## src/rtl/sup_rst_pkg.sv

```systemverilog
// Package: trigger-source bundle shared by the reset controller blocks.
// Assumes: every source is already synchronous to the system clock.
package sup_rst_pkg;

    typedef struct packed {
        logic supply_low;
        logic button;
        logic pin_fall;
    } trig_src_t;

    // True when any source requests reset in this cycle.
    function automatic logic any_src(input trig_src_t t);
        return t.supply_low | t.button | t.pin_fall;
    endfunction

endpackage

```

## src/rtl/sup_rst_sync.sv

```systemverilog
// Multi-flop synchronizer for one asynchronous level.
// Assumes: STAGES >= 2; RST_VAL is the level reported during block reset.
module sup_rst_sync #(
    parameter int   STAGES  = 2,
    parameter logic RST_VAL = 1'b0
) (
    input  logic clk,
    input  logic rst_n,
    input  logic d_i,
    output logic q_o
);
    logic [STAGES-1:0] chain_q;

    // Shift the raw level through the chain.
    always_ff @(posedge clk) begin
        if (!rst_n) chain_q <= {STAGES{RST_VAL}};
        else        chain_q <= {chain_q[STAGES-2:0], d_i};
    end

    assign q_o = chain_q[STAGES-1];
endmodule

```

## src/rtl/sup_btn_filter.sv

```systemverilog
// Spike filter for the active-low pushbutton. The button counts as
// pressed only after FILT_LEN consecutive low samples, and it releases
// on the first high sample.
// Assumes: btn_n_i is synchronous; FILT_LEN >= 1.
module sup_btn_filter #(
    parameter int FILT_LEN = 4
) (
    input  logic clk,
    input  logic rst_n,
    input  logic btn_n_i,
    output logic pressed_o
);
    localparam int CW = $clog2(FILT_LEN + 1);
    localparam logic [CW-1:0] FULL = CW'(FILT_LEN);

    logic [CW-1:0] low_cnt_q;

    // Count consecutive low samples, saturating at FILT_LEN.
    always_ff @(posedge clk) begin
        if (!rst_n)              low_cnt_q <= '0;
        else if (btn_n_i)        low_cnt_q <= '0;
        else if (low_cnt_q != FULL) low_cnt_q <= low_cnt_q + 1'b1;
    end

    assign pressed_o = (low_cnt_q == FULL);
endmodule

```

## src/rtl/sup_pin_edge.sv

```systemverilog
// Falling-edge detector for the shared reset pin. Edges are ignored
// while the block itself pulls the pin, so the block's own drive
// cannot retrigger it.
// Assumes: pin_n_i is synchronous; own_pull_i is the pad enable.
module sup_pin_edge (
    input  logic clk,
    input  logic rst_n,
    input  logic pin_n_i,
    input  logic own_pull_i,
    output logic fall_o
);
    logic prev_q;

    // Remember last sensed level; starts high (pin released).
    always_ff @(posedge clk) begin
        if (!rst_n) prev_q <= 1'b1;
        else        prev_q <= pin_n_i;
    end

    assign fall_o = prev_q & ~pin_n_i & ~own_pull_i;
endmodule

```

## src/rtl/sup_rst_timer.sv

```systemverilog
// Reset timeout engine. Any trigger clears the counter and holds reset.
// Reset drops after TIMEOUT cycles with no trigger. A trigger on the
// expiry edge takes priority over the expiry.
// Assumes: TIMEOUT >= 2.
module sup_rst_timer #(
    parameter int TIMEOUT = 1000
) (
    input  logic clk,
    input  logic rst_n,
    input  sup_rst_pkg::trig_src_t src_i,
    output logic active_o
);
    localparam int CW = $clog2(TIMEOUT);
    localparam logic [CW-1:0] LAST = CW'(TIMEOUT - 1);

    logic [CW-1:0] cnt_q;
    logic          active_q;
    logic          trig;

    assign trig = sup_rst_pkg::any_src(src_i);

    // Restart on trigger, otherwise count down the hold window.
    always_ff @(posedge clk) begin
        if (!rst_n) begin
            cnt_q    <= '0;
            active_q <= 1'b1;
        end else if (trig) begin
            cnt_q    <= '0;
            active_q <= 1'b1;
        end else if (active_q) begin
            if (cnt_q == LAST) begin
                cnt_q    <= '0;
                active_q <= 1'b0;
            end else begin
                cnt_q    <= cnt_q + 1'b1;
            end
        end
    end

    assign active_o = active_q;
endmodule

```

## src/rtl/sup_reset_ctrl.sv

```systemverilog
// Supervisory reset controller top. It synchronizes three trigger
// inputs, applies per-source rules (level, filtered level, edge) and
// drives the reset, pad-enable and memory-inhibit outputs from one
// state bit.
// Assumes: the pad is open drain, so pin_sense_n_i reads low whenever
// pin_pull_o is high.
module sup_reset_ctrl #(
    parameter int TIMEOUT_CYC = 50_000_000,
    parameter int MR_FILT_CYC = 25,
    parameter int SYNC_STAGES = 2
) (
    input  logic clk,
    input  logic rst_n,
    input  logic supply_ok_i,
    input  logic mr_n_i,
    input  logic pin_sense_n_i,
    output logic pin_pull_o,
    output logic rst_active_o,
    output logic rst_active_n_o,
    output logic mem_inhibit_o
);
    import sup_rst_pkg::*;

    localparam int NSRC = 3;
    // Reset levels: supply reads bad, button and pin read released.
    localparam logic [NSRC-1:0] SYNC_RST = 3'b110;

    logic [NSRC-1:0] raw_in;
    logic [NSRC-1:0] syn_in;
    logic            btn_pressed;
    logic            pin_fall;
    logic            active;
    trig_src_t       src;

    assign raw_in = {pin_sense_n_i, mr_n_i, supply_ok_i};

    for (genvar i = 0; i < NSRC; i++) begin : g_sync
        sup_rst_sync #(
            .STAGES  (SYNC_STAGES),
            .RST_VAL (SYNC_RST[i])
        ) u_sync (
            .clk   (clk),
            .rst_n (rst_n),
            .d_i   (raw_in[i]),
            .q_o   (syn_in[i])
        );
    end

    sup_btn_filter #(.FILT_LEN(MR_FILT_CYC)) u_btn (
        .clk       (clk),
        .rst_n     (rst_n),
        .btn_n_i   (syn_in[1]),
        .pressed_o (btn_pressed)
    );

    sup_pin_edge u_pin (
        .clk        (clk),
        .rst_n      (rst_n),
        .pin_n_i    (syn_in[2]),
        .own_pull_i (active),
        .fall_o     (pin_fall)
    );

    // Bundle per-source requests for the timer.
    always_comb begin
        src.supply_low = ~syn_in[0];
        src.button     = btn_pressed;
        src.pin_fall   = pin_fall;
    end

    sup_rst_timer #(.TIMEOUT(TIMEOUT_CYC)) u_timer (
        .clk      (clk),
        .rst_n    (rst_n),
        .src_i    (src),
        .active_o (active)
    );

    assign rst_active_o   = active;
    assign rst_active_n_o = ~active;
    assign pin_pull_o     = active;
    assign mem_inhibit_o  = active;
endmodule

```

## config.mk

```make
export PLATFORM = sky130hd
export DESIGN_NAME = sup_reset_ctrl
export DESIGN_NICKNAME = d
export VERILOG_FILES = /design/src/rtl/sup_rst_pkg.sv /design/src/rtl/sup_rst_sync.sv /design/src/rtl/sup_btn_filter.sv /design/src/rtl/sup_pin_edge.sv /design/src/rtl/sup_rst_timer.sv /design/src/rtl/sup_reset_ctrl.sv
export SDC_FILE = /design/constraint.sdc
export NUM_CORES = 1
export LEC_CHECK = 0
export CELL_PAD_IN_SITES_DETAIL_PLACEMENT = 1
export CELL_PAD_IN_SITES_GLOBAL_PLACEMENT = 1
export CORE_ASPECT_RATIO = 2
export CORE_MARGIN = 1.5
export CORE_UTILIZATION = 49
export CTS_BUF_LIST = sky130_fd_sc_hd__clkbuf_16
export DETAILED_ROUTE_END_ITERATION = 10
export PLACE_DENSITY = 0.8
export SLEW_MARGIN = 25
export SYNTH_ARGS = -nofsm -noshare
export SYNTH_HDL_FRONTEND = slang
export SYNTH_SLANG_ARGS = --single-unit
export TNS_END_PERCENT = 1
```

## constraint.sdc

```tcl
create_clock -name clk -period 2.95 [get_ports clk]
set_input_delay 0.4425 -clock clk [delete_from_list [all_inputs] [get_ports clk]]
set_output_delay 0.4425 -clock clk [all_outputs]
set_load 0.01 [all_outputs]
```

======== Word-level counts from Yosys, hierarchy flattened ========
Index checks and enable logic that the tools add are counted.
storage, ports and cells
  flip-flop bits (word level) ............. 39
  bits of input ports ..................... 5
  output and inout port bits .............. 4
  logic and storage cells ................. 25
cells by class
  add/subtract/negate cells ............... 2
  equality and inequality tests ........... 3
  muxes and demuxes ....................... 3
  bitwise gates (word level) .............. 8
  reductions and logical operators ........ 2
operators with widths
  cell                   count
  $add 26x1->26 const B  1
  $eq 26x26->1 const B   1
  $mux 26                1
  $add 5x1->5 const B    1
  $eq 5x5->1 const B     1
  $ne 5x5->1 const B     1
  $not 1->1              4
  $reduce_or 2->1        2
  $and 1x1->1            2
  $mux 1                 2
  $or 1x1->1             2

======== Logic depth before layout (Yosys ltp) ========
  depth after elaboration ................. 5
  depth in mapped cells ................... 7
  mapped depth without buffers ............ 6

======== Modules after synthesis ========
From an unflattened synthesis, not the netlist that was laid out.
second synthesis, totals
  cells, all modules ...................... 221
  area total of the unflattened synthesis .. 1985.7 um2
modules (own cells, without submodules)
  module          times used  cells each  area each (um2)  sequential area each (um2)
  sup_rst_timer   1           176         1468.9           540.5
  sup_btn_filter  1           26          297.8            100.1
  sup_rst_sync    3           4           52.6             40.0
  sup_pin_edge    1           3           38.8             20.0
  sup_reset_ctrl  1           4           22.5             0.0

======== Worst setup path after synthesis ========
No wires, ideal clock.
  kind .................................... reg-to-reg
  start ................................... register u_timer.cnt_q[0]
  end ..................................... register u_timer.cnt_q[2]
  setup time .............................. 117 ps
  arrival ................................. 1758 ps
  data required time ...................... 2833 ps
  path slack .............................. 1075 ps
  cell stages (with the launch flop) ...... 7
  clock period less this slack ............ 1875 ps
  path through ............................ dfxtp_1 > ha_1 > nor4b_1 > nand3_1 > o31ai_1 > buf_2 > nor2_1
on the way
  longest elaborated chain between the ends .. 2
ends and longest elaborated chain
  item                                           line                                      source
  from (decl)                                    sup_rst_timer.sv:16                       logic [CW-1:0] cnt_q;
  from (signal assigned)                         sup_rst_timer.sv:35                       cnt_q <= cnt_q + 1'b1;
  $add 26x1->26 or $eq 26x26->1 (tied branches)  sup_rst_timer.sv:35, sup_rst_timer.sv:31
  $mux 26 *                                      sup_rst_timer.sv:31                       if (cnt_q == LAST) begin
Mark *: on every way between the ends. The rest lies on a longest branch, timed or not.
A chain may end at the register's enable or synchronous reset.

======== Final worst setup path ========
  start ................................... register u_timer.cnt_q[0]
  end ..................................... register u_timer.cnt_q[3]
The elaborated chain is that of the path after synthesis.

==> results_dict.tcl <==
set metrics [dict create \
    fp.dieW_um 46.9 \
    synthesized_area_mm2 0.00188 \
    synth_edf_count 0 \
    post-cts-setup-buffers 0 \
    total_power_divided_by_cell_area_mw_per_mm2 512 \
    sum_of_buffers_and_inverters_on_the_critical_path 1 \
    asyncSetResetFlopFracSynth_pct 0 \
    drt_wl_total_mm 4.76 \
    postLayoutCellArea_mm2 0.00208 \
    internal_power_w 0.000849 \
    global_route_wire_length_before_repair_mm 7.98 \
    fin_tns_setup_ns 0 \
    drc 0 \
    core_area_mm2 0.00365 \
    timing.critical_path.arrival_ns 2.48 \
    yosys-top-cells-area "sky130_fd_sc_hd__dfxtp_1, sky130_fd_sc_hd__nand4_1, sky130_fd_sc_hd__xor2_1" \
    status "finished clean" \
    sequential_fraction_of_the_synthesis_area_pct 41.4 \
    crit_path_end_kind "flip-flop" \
    final_common_cell "sky130_fd_sc_hd__dfxtp_1" \
    swShare_pct 20.3 \
    hold_path.startpoint "g_sync[2].u_sync.chain_q[0]$_SDFF_PN1_" \
    worst-setup-path-type "reg2reg" \
    clock_tree.htree_level_count 2 \
    comb_power_share_pct 1.6 \
    cp_cell_sequence "ha_1 > nor4b_1 > nand3_1 > o31ai_2 > buf_4 > nor2_1" \
    via_per_inst 6.07 \
    period_minus_slack_ns 2.33 \
    rows 31 \
    antenna_violating_nets_post_route 0 \
    drive_gt1_share_pct 8.26 \
    areaGrowthSynthToFinish_pct 10.5 \
    grt_max_degree 24 \
    max_freq_mhz 429 \
    timing.critical_path.depth 6 \
    post-dp-hpwl_mm 3.56 \
    yosysTopAreaCell "sky130_fd_sc_hd__dfxtp_1" \
    synthesis.instances 212 \
    dpl-instance-area_mm2 0.00194 \
    place_inst 259 \
    cp_data_required_time_ns 3.10 \
    vias_in_the_first_global_route 1807 \
    startpoint "u_timer.cnt_q[0]$_SDFFE_PP0P_" \
    timing_max_transition_violations_final 0 \
    dieArea_mm2 0.00425 \
    ir_drop_v 0.000373 \
    clock_insertion_delay_worst_skew_ns 0.28 \
    clkSinkCount 39 \
    synth_fp_nets 221 \
    critical_path.max_fanout 23 \
    initial_core_util_pct 51.7 \
    buffer_ports.inserted 8 \
    count_of_unique_library_cells_instantiated_by_yosys 37 \
    tritoncts "yes" \
    relSlewSlack_pct 56.5 \
    cts_root_buf "sky130_fd_sc_hd__clkbuf_16" \
    design_power_total_w 0.00107 \
    routabilityCongestion 0.830 \
    crit_path_start_kind "flip-flop" \
    max_cap_viol_count 0 \
    mostFrequentLayoutCells "sky130_fd_sc_hd__dfxtp_1, sky130_fd_sc_hd__nor2_1, sky130_fd_sc_hd__nand2_1" \
    finalCritPeriodShare_pct 79.0 \
    synthDominantCellAreaShare_pct 41.4 \
    fin_worst_hold_slack_ns 0.423 \
    grt.overflow.total 0 \
    holdBufCountCts 0 \
    hold_path_depth 1 \
    cp_slowest_cell "sky130_fd_sc_hd__nor4b_1" \
    share_clk_of_total_power_pct 48.2 \
    p_switching_w 0.000217 \
    yosysWarningCount 0 \
    max-clock-path-buffers 2 \
    postCtsResizedCells 0 \
    design.final.nets 226 \
    yosys_most_used_dff "sky130_fd_sc_hd__dfxtp_1" \
    p_leak_nw 0.670 \
    first_iter_violations 21 \
    clock_skew_ns 0.00550 \
    via_count 1622 \
    mean_post_synth_cell_area_um2 8.89 \
    drtPass1Iterations 4 \
    antenna_cells_inserted 0 \
    worst_slew_pin_slew_ns 0.646 \
    rsz0062_at_grt "false" \
    grtUsageTotal_pct 25.9 \
    antenna_found_initial 0 \
    depth_of_the_most_critical_reg_to_reg_path 6 \
    crit_family "simple AND/OR/NAND/NOR gates" \
    critical_path.reg2reg.startpoint "u_timer.cnt_q[0]$_SDFFE_PP0P_" \
    clk_transition_reported_paths_ns 0.06 \
    synth.ff_latch_count 39 \
    setup_viol_count_final 0 \
    io_pins 9 \
    pwr-share-seq_pct 50.2 \
    timing.hold.worst.class "reg2reg" \
    dr_wl_cell_um 17.8 \
    layout_filler_cell_count 461 \
    slowest_delay_ns 0.56 \
    tritoncts.num_buffers 5 \
    post_layout_nonfiller_instances 267 \
    final-hold-violation-count 0 \
    die_y_um 90.7 \
]
-- logic make-up (layout without fill, tap and decap cells) --
logic type	Yosys count	in the layout	share of synthesized area, %
AO/OA/AOI/OAI	31	31	9.83
AND/OR/NAND/NOR	105	105	32.1
XOR/XNOR	17	17	7.90
adder cells (fa/ha/maj)	4	4	2.66
flip-flops	39	39	41.4
buffers and inverters	16	22	6.11
-- flip-flops by register name, summed over array words and instances (netlist names) --
name / cells
u_btn.low_cnt_q: 5
u_timer.active_o: 1
u_pin.prev_q: 1
u_timer.cnt_q: 26
g_sync.u_sync.chain_q: 6
-- layout make-up --
class	instances	area [µm²]	share of cell area, %
Clock inverter	3	15.0	0.721
Clock buffer	5	125	6.01
Multi-Input combinational cell	157	993	47.7
Sequential cell	39	781	37.5
Inverter	5	18.8	0.901
Timing Repair Buffer	9	87.6	4.21
Tap cell	49	61.3	2.94
-- synthesized netlist by cell type, types with 3 or more instances --
cell,count
sky130_fd_sc_hd__nand2_1,15
sky130_fd_sc_hd__nand4_1,14
sky130_fd_sc_hd__buf_4,4
sky130_fd_sc_hd__nand2b_1,6
sky130_fd_sc_hd__nand3_1,13
sky130_fd_sc_hd__clkbuf_8,3
sky130_fd_sc_hd__or4_1,5
sky130_fd_sc_hd__o21ai_0,6
sky130_fd_sc_hd__a21oi_1,14
sky130_fd_sc_hd__or3_1,4
sky130_fd_sc_hd__xor2_1,10
sky130_fd_sc_hd__inv_1,5
sky130_fd_sc_hd__nor2_1,20
sky130_fd_sc_hd__xnor2_1,7
sky130_fd_sc_hd__and2_1,3
sky130_fd_sc_hd__ha_1,4
sky130_fd_sc_hd__and3_1,4
sky130_fd_sc_hd__nor4_1,4
sky130_fd_sc_hd__dfxtp_1,39
sky130_fd_sc_hd__o31ai_1,7
-- worst paths after layout --
path / end / slack (ns)
worst max-delay path: u_timer.cnt_q[3]$_SDFFE_PP0P_ / 0.62
worst min-delay path: g_sync[2].u_sync.chain_q[1]$_SDFF_PN1_ / 0.42
worst max register to register: u_timer.cnt_q[3]$_SDFFE_PP0P_ / 0.62
worst min register to register: g_sync[2].u_sync.chain_q[1]$_SDFF_PN1_ / 0.42
-- power by group through the flow --
stage / clock network, W / logic, W / registers [W]
2_1_floorplan: 0 / 0.00000821 / 0.000545
3_3_place_gp: 0 / 0.0000164 / 0.000546
3_5_place_dp: 0 / 0.0000172 / 0.000546
4_1_cts: 0.000521 / 0.0000174 / 0.000535
5_1_grt: 0.000547 / 0.0000190 / 0.000535
6_report: 0.000514 / 0.0000170 / 0.000535
-- per-stage QoR --
stage / utilization (%) / worst slack, ns
final: 57.1 / 0.620
after global routing: 57.1 / 0.469
after CTS: 57.1 / 0.666
after detailed placement: 53.3 / 0.774
after global placement: 53.3 / 0.838
after floorplan: - / 1.07
-- routing by layer --
layer | GRT usage [%] | part of all wire, % | vias up
met1 | 23.6 | 34 | 803
met3 | 5.40 | 1.7 | 17
li1 | - | - | 778
met5 | 0 | 0 | -
met4 | 15.3 | 4.4 | 0
met2 | 46.7 | 60 | 24
(Power assumes the default switching activity.)
